## src/rtl/fpcmp_pkg.sv

```systemverilog
package fpcmp_pkg;

  // Relation reported for one operand pair
  typedef enum logic [1:0] {
    REL_LT = 2'd0,
    REL_EQ = 2'd1,
    REL_GT = 2'd2,
    REL_UN = 2'd3
  } rel_t;

  // Classification of one operand
  typedef struct packed {
    logic neg;
    logic zero;
    logic inf;
    logic nan;
    logic snan;
    logic qnan;
  } opclass_t;

endpackage

```

## src/rtl/fpcmp_classify.sv

```systemverilog
module fpcmp_classify #(
  parameter int EXP_W = 8,
  parameter int MAN_W = 23
) (
  input  logic [EXP_W+MAN_W:0] word,
  output fpcmp_pkg::opclass_t  cls
);
  localparam int W = 1 + EXP_W + MAN_W;

  function automatic fpcmp_pkg::opclass_t classify(input logic [W-1:0] w);
    fpcmp_pkg::opclass_t c;
    logic [EXP_W-1:0] ex;
    logic [MAN_W-1:0] fr;
    ex     = w[W-2 -: EXP_W];
    fr     = w[MAN_W-1:0];
    c.neg  = w[W-1];
    c.zero = (ex == '0) && (fr == '0);
    c.inf  = (ex == '1) && (fr == '0);
    c.nan  = (ex == '1) && (fr != '0);
    c.qnan = c.nan && fr[MAN_W-1];
    c.snan = c.nan && !fr[MAN_W-1];
    return c;
  endfunction

  assign cls = classify(word);

endmodule

```

## src/rtl/fpcmp_order.sv

```systemverilog
module fpcmp_order #(
  parameter int EXP_W = 8,
  parameter int MAN_W = 23
) (
  input  logic [EXP_W+MAN_W:0] a,
  input  logic [EXP_W+MAN_W:0] b,
  input  fpcmp_pkg::opclass_t  ca,
  input  fpcmp_pkg::opclass_t  cb,
  output fpcmp_pkg::rel_t      rel
);
  import fpcmp_pkg::*;
  localparam int W = 1 + EXP_W + MAN_W;

  // Unsigned compare of the magnitude bits, then sign and special corrections
  function automatic rel_t relate(input logic [W-1:0] x, input logic [W-1:0] y,
                                  input opclass_t cx, input opclass_t cy);
    logic [W-2:0] mx, my;
    mx = x[W-2:0];
    my = y[W-2:0];
    if (cx.nan || cy.nan)         return REL_UN;
    if (cx.zero && cy.zero)       return REL_EQ;
    if (cx.neg != cy.neg)         return cx.neg ? REL_LT : REL_GT;
    if (mx == my)                 return REL_EQ;
    if (!cx.neg)                  return (mx > my) ? REL_GT : REL_LT;
    return (mx > my) ? REL_LT : REL_GT;
  endfunction

  assign rel = relate(a, b, ca, cb);

endmodule

```

## src/rtl/fpcmp_flag.sv

```systemverilog
module fpcmp_flag (
  input  logic clk,
  input  logic rst_n,
  input  logic set,
  input  logic clr,
  output logic flag
);
  always_ff @(posedge clk or negedge rst_n) begin
    if (!rst_n)   flag <= 1'b0;
    else if (clr) flag <= 1'b0;
    else if (set) flag <= 1'b1;
  end
endmodule

```

## src/rtl/fpcmp_top.sv

```systemverilog
module fpcmp_top #(
  parameter int EXP_W = 8,
  parameter int MAN_W = 23
) (
  input  logic                 clk,
  input  logic                 rst_n,
  input  logic                 cmp_valid,
  input  logic [EXP_W+MAN_W:0] opnd_a,
  input  logic [EXP_W+MAN_W:0] opnd_b,
  input  logic                 sig_mode,
  input  logic                 flag_clr,
  output logic                 res_valid,
  output logic                 res_lt,
  output logic                 res_eq,
  output logic                 res_gt,
  output logic                 res_unord,
  output logic                 invalid_flag
);
  import fpcmp_pkg::*;
  localparam int W = 1 + EXP_W + MAN_W;

  logic [W-1:0] opnd [2];
  opclass_t     cls  [2];
  rel_t         rel_next;
  logic         flag_set;

  assign opnd[0] = opnd_a;
  assign opnd[1] = opnd_b;

  for (genvar i = 0; i < 2; i++) begin : g_cls
    fpcmp_classify #(.EXP_W(EXP_W), .MAN_W(MAN_W)) u_cls (
      .word (opnd[i]),
      .cls  (cls[i])
    );
  end

  fpcmp_order #(.EXP_W(EXP_W), .MAN_W(MAN_W)) u_order (
    .a   (opnd_a),
    .b   (opnd_b),
    .ca  (cls[0]),
    .cb  (cls[1]),
    .rel (rel_next)
  );

  // Invalid event: signaling NaN always, quiet NaN only in signaling mode
  assign flag_set = cmp_valid &&
                    (cls[0].snan || cls[1].snan ||
                     (sig_mode && (cls[0].qnan || cls[1].qnan)));

  fpcmp_flag u_flag (
    .clk  (clk),
    .rst_n(rst_n),
    .set  (flag_set),
    .clr  (flag_clr),
    .flag (invalid_flag)
  );

  always_ff @(posedge clk or negedge rst_n) begin
    if (!rst_n) begin
      res_valid <= 1'b0;
      res_lt    <= 1'b0;
      res_eq    <= 1'b0;
      res_gt    <= 1'b0;
      res_unord <= 1'b0;
    end else begin
      res_valid <= cmp_valid;
      res_lt    <= cmp_valid && (rel_next == REL_LT);
      res_eq    <= cmp_valid && (rel_next == REL_EQ);
      res_gt    <= cmp_valid && (rel_next == REL_GT);
      res_unord <= cmp_valid && (rel_next == REL_UN);
    end
  end

endmodule

```

## config.mk

```make
export PLATFORM = sky130hd
export DESIGN_NAME = fpcmp_top
export DESIGN_NICKNAME = d
export VERILOG_FILES = /design/src/rtl/fpcmp_pkg.sv /design/src/rtl/fpcmp_classify.sv /design/src/rtl/fpcmp_order.sv /design/src/rtl/fpcmp_flag.sv /design/src/rtl/fpcmp_top.sv
export SDC_FILE = /design/constraint.sdc
export NUM_CORES = 1
export LEC_CHECK = 0
export ABC_AREA = 1
export CAP_MARGIN = 20
export CORE_ASPECT_RATIO = 0.75
export CORE_MARGIN = 3
export CORE_UTILIZATION = 59
export DETAILED_ROUTE_END_ITERATION = 10
export DONT_BUFFER_PORTS = 1
export PLACE_DENSITY = 0.75
export SKIP_CTS_REPAIR_TIMING = 1
export SYNTH_ARGS = -nofsm -noshare
export SYNTH_HDL_FRONTEND = slang
export SYNTH_SLANG_ARGS = --single-unit
```

## constraint.sdc

```tcl
create_clock -name clk -period 1.3 [get_ports clk]
set_input_delay 0.065 -clock clk [delete_from_list [all_inputs] [get_ports clk]]
set_output_delay 0.065 -clock clk [all_outputs]
set_load 0.01 [all_outputs]
```

### Yosys cells after proc, flatten, opt, wreduce, memory -nomap -nowiden

Index checks and enable logic that the tools add are counted.
W data, S select, Z words.

| word-level totals | value |
|---|---|
| flip-flop bits (word level) | 6 |
| input bits | 69 |

| cells by class | value |
|---|---|
| $lt $le $gt $ge | 1 |
| muxes and demuxes | 30 |
| equal/unequal tests | 7 |
| reductions and logical operators | 29 |

Operators by type and width:

| kind | number |
|---|---|
| $logic_not A23 Y1 | 2 |
| $reduce_bool A23 Y1 | 2 |
| $eq A31 B31 Y1 | 1 |
| $gt A31 B31 Y1 | 1 |
| $mux W2 | 13 |
| $mux W1 | 17 |
| $eq A8 B8 Y1 const B | 2 |
| $logic_not A8 Y1 | 2 |
| $logic_and A1 B1 Y1 | 15 |
| $eq A2 B2 Y1 const B | 2 |
| $logic_or A1 B1 Y1 | 4 |
| $eq A2 B1 Y1 const B | 1 |
| $logic_not A1 Y1 | 2 |
| $logic_not A2 Y1 | 1 |
| $reduce_bool A2 Y1 | 1 |
| $ne A1 B1 Y1 | 1 |

### Logic depth before layout (Yosys ltp)

| depth | value |
|---|---|
| word-level depth | 21 |
| mapped depth | 15 |

### Modules after synthesis

Synthesis repeated with hierarchy kept, for this count alone.

| unflattened totals | value |
|---|---|
| cell total of the unflattened synthesis | 260 |
| area total of the unflattened synthesis | 1,485.2 um^2 |

By module, submodules not included:

| module | cells each | area each (um^2) | instances |
|---|---|---|---|
| fpcmp_order | 172 | 979.7 | 1 |
| fpcmp_classify | 35 | 148.9 | 2 |
| fpcmp_top | 15 | 175.2 | 1 |
| fpcmp_flag | 3 | 32.5 | 1 |

### Worst setup path after synthesis

OpenSTA, ideal clock, no wires.

| timing | value |
|---|---|
| path kind | input -> register |
| start | in opnd_b[26] |
| end | reg res_lt |
| data required time | 1,187 ps |
| stages on the path | 14 |
| data arrival time | 1,116 ps |
| slack | 71 ps |
| buffers on the path | 0 |
| library setup time | 113 ps |
| cells stage by stage | inv_1 -> ha_1 -> nand2_1 -> inv_2 -> nand2_1 -> nand2_1 -> nand2_1 -> nand2_1 -> a21oi_1 -> nand2_1 -> nand2_1 -> nand3_2 -> nand2_1 -> inv_1 |

| on the way | value |
|---|---|
| cells in the longest elaborated chain, start to end | 14 |

RTL lines:

| item | line | RTL |
|---|---|---|
| start, declared | fpcmp_top.sv:9 | `input logic [EXP_W+MAN_W:0] opnd_b,` |
| parallel branches: the longest is 11 deep, another holds $gt A31 B31 Y1 | - |  |
| $mux W2 (*) | fpcmp_order.sv:21 | `if (cx.zero && cy.zero) return REL_EQ;` |
| $logic_not A2 Y1 (*) | fpcmp_top.sv:67 | `res_lt <= cmp_valid && (rel_next == REL_LT);` |
| $logic_and A1 B1 Y1 (*) | fpcmp_top.sv:67 |  |
| end signal, assigned | fpcmp_top.sv:67 |  |
| end, declared | fpcmp_top.sv:13 | `output logic res_lt,` |

Mark *: on every way between the ends. The select of a mux whose other input is x is not followed.
A chain may end at the register's enable or synchronous reset.

### Worst setup path in the final report

| timing | value |
|---|---|
| start | in opnd_b[14] |
| end | reg res_eq |

| on the way | value |
|---|---|
| cells in the longest elaborated chain, start to end | 14 |

RTL lines:

| item | line | RTL |
|---|---|---|
| parallel branches: the longest is 11 deep, another holds $gt A31 B31 Y1 | - |  |
| $mux W2 (*) | fpcmp_order.sv:21 |  |
| $eq A2 B1 Y1 (*) | fpcmp_top.sv:68 | `res_eq <= cmp_valid && (rel_next == REL_EQ);` |
| $logic_and A1 B1 Y1 (*) | fpcmp_top.sv:68 |  |
| end signal, assigned | fpcmp_top.sv:68 |  |
| end, declared | fpcmp_top.sv:14 | `output logic res_eq,` |

Marks and branches as above.

==> out/metrics.yaml <==
run_status:
  status: "finished, final reports clean"
logic_synthesis:
  syn_area_um2: 1450
  synth_seq_cells: 6
  synth_area_leader_cell: "ha_1"
  synth_top_area_share_pct: 26.8
  yosysWarningCount: 0
  syn_inst: 248
  syn_area_per_cell_um2: 5.84
  yosysSeqAreaShare_pct: 10.4
  synth_nets: 348
  synthDistinctLibCells: 19
  netlist_top_cells_area: "ha_1 27%, nand2_1 17%, inv_1 11%, nor2_1 11%, dfrtp_1 10%"
worst_hold_path:
  hold_depth: 4
  holdCritPathClass: "in2reg"
  hold_start: "cmp_valid"
  hold_path_end: "res_lt$_DFF_PN0_"
timing:
  relSlewSlack_pct: 81.3
  layout_setup_ws_ns: 0.145
  worst_pin_slew_ns: 0.279
  hold_viol_final: 0
  slew_violations: 0
  skew_ns: 0
  min_period_over_period_pct: 88.9
  rsz0062_at_grt: "no"
  tns_ns: 0
  max_freq_mhz: 866
  fin_crit_ns: 1.16
  setup_viol: 0
placed_design:
  placed_cells: 289
  place_ws_ns: -0.0941
  dp_hpwl_um: 3640
  routabilityCongestion: 0.856
  io_buffers: 0
setup_path:
  r2r_slack_ns: 0.58
  crit_path_cell_trace: "inv_1, ha_1, nand2_1, inv_2, nand2_1, nand2_1, a21oi_1, nand2_1, nand2_1, nand2_1, nand2_1, nand3_2, nand2_1, nor2_1"
  end_kind: "flip-flop"
  critPathKind: "in2reg"
  worstReg2RegEnd: "u_flag.flag$_DFFE_PN0P_"
  cp_slowest_cell: "ha_1"
  critPathMaxFanout: 4
  r2r_cells: 2
  timing.rr.start: "u_flag.flag$_DFFE_PN0P_"
  crit_start: "opnd_b[14]"
  worstSetupStartpointType: "primary input"
  cp_common_cell: "nand2_1"
  cpPeakStageDelay_ns: 0.30
  crit_required_ns: 1.44
  arrival_ns: 1.30
cts:
  cts_tree: "yes"
  clock_latency_ns: 0.25
  cts_sinks: 6
  h-tree-depth: 1
  cts_buffers: 3
  clk_pin_slew_ns: 0.04
  cts_root_buffer: "clkbuf_4"
  cts_buffer_depth: 2
route:
  ant_nets: 0
  drc: 0
  wire_per_inst_um: 13.6
  drt-initial-drc-count: 126
  drt_wl_total_um: 4000
  first_pass_iters: 4
  vias_per_cell: 5.32
  num_vias: 1569
run:
  max_cap_viol_count: 0
power_and_ir_drop:
  swShare_pct: 39.4
  intPower_uw: 468
  combPwrFrac_pct: 50.2
  p_per_area_nw_per_um2: 476
  vdd_drop_max_mv: 0.279
  p_leak_nw: 0.949
  p_clk_share_pct: 23.6
  p_switching_uw: 305
  seq_power_share_pct: 26.2
layout:
  utilization_pct: 75.3
  drive_gt1_share_pct: 12.9
  fill_cells: 184
  diodes: 0
  fin_cells: 295
  nNetsFinal: 365
  area_growth_pct: 11.9
  multi_input_area_um2: 1110
  regArea_um2: 150
global_route:
  grt_overflow_total: 0
  grt_pass1_wl_um: 6690
  grt_max_degree: 7
  antenna_found_initial: 0
  grt_pass1_vias: 1573
  grtUsageTotal_pct: 26.5
floorplanning:
  die_area_um2: 3090
  row_count: 14
  fp.dieW_um: 63.2
  start_util_pct: 67.2
  core_region_area_um2: 2150
  pin_count: 75
  dieHeight_um: 48.9
## worst max-delay path: cells and delay by family
kind / cells / cell delay [ns]
adder cells (fa/ha/maj): 1 / 0.30
AO/OA/AOI/OAI: 1 / 0.12
AND/OR/NAND/NOR: 10 / 0.70
buffers and inverters: 2 / 0.10
## sequential cells by signal (all words and copies together), names as in the netlist
signal,flops
res_valid,1
u_flag.flag,1
res_gt,1
res_unord,1
res_eq,1
res_lt,1
## routing by layer
layer	GRT usage, %	vias to the layer above	wire length, um
li1	-	813	-
met1	34.0	664	1740
met3	6.22	4	453
met4	4.66	0	42
met5	0	-	0
met2	45.7	88	1760
## synthesized netlist by cell type (all sizes together)
library cell	n
a21o	2
a21oi	13
clkinv	1
dfrtp	6
ha	31
inv	53
nand2	67
nand3	12
nand3b	1
nand4	13
nor2	46
nor2b	1
o211ai	1
o22ai	1
## per-stage QoR
| stage | area (um2) | hold WS (ns) | total power [mW] |
|---|---|---|---|
| after global routing | 1620 | 0.0185 | 0.854 |
| after global placement | 1560 | -0.230 | 0.549 |
| after floorplan | 1450 | -0.231 | 0.469 |
| after CTS | 1580 | -0.500 | 0.757 |
| final | 1620 | 0.0100 | 0.773 |
| after detailed placement | 1560 | -0.230 | 0.573 |
## layout by cell type (no fill, tap or decap), drive strengths merged
master	Yosys	final
nand2	67	67
inv	53	53
nor2	46	46
ha	31	31
nand4	13	13
a21oi	13	13
nand3	12	12
buf	0	9
dfrtp	6	6
clkbuf	0	3
dlygate4sd3	0	3
a21o	2	2
clkinv	1	1
nand3b	1	1
o211ai	1	1
nor2b	1	1
o22ai	1	1
## how the worst max path moves through the flow
| stage | to | slack (ns) |
|---|---|---|
| finish | res_eq$_DFF_PN0_ | 0.14 |
| global route | res_unord$_DFF_PN0_ | 0.01 |
| CTS | res_eq$_DFF_PN0_ | 0.17 |
| detailed placement | res_gt$_DFF_PN0_ | -0.09 |
| global placement | res_gt$_DFF_PN0_ | -0.08 |
| floorplan | res_lt$_DFF_PN0_ | 0.07 |
## logic make-up (layout without fill, tap and decap cells)
logic type               Yosys count  after routing  share of synthesized area, %
buffers and inverters             54             69                          14.1
flip-flops                         6              6                          10.4
AO/OA/AOI/OAI                     17             17                          6.74
adder cells (fa/ha/maj)           31             31                          26.8
AND/OR/NAND/NOR                  140            140                          42.1
## cell type report
class	instances	area share [%]
Clock buffer	3	1.39
Multi-Input combinational cell	188	68.3
Timing Repair Buffer	12	6.02
Tap cell	32	2.47
Sequential cell	6	9.26
Inverter	54	12.6
## power groups by stage
stage	Sequential, mW	Combinational [mW]	Clock (mW)
after floorplan	0.204	0.265	0
after global placement	0.205	0.344	0
after detailed placement	0.205	0.368	0
after CTS	0.202	0.371	0.184
after global routing	0.203	0.450	0.201
final	0.202	0.388	0.183
Power figures use the tool's default switching activity.
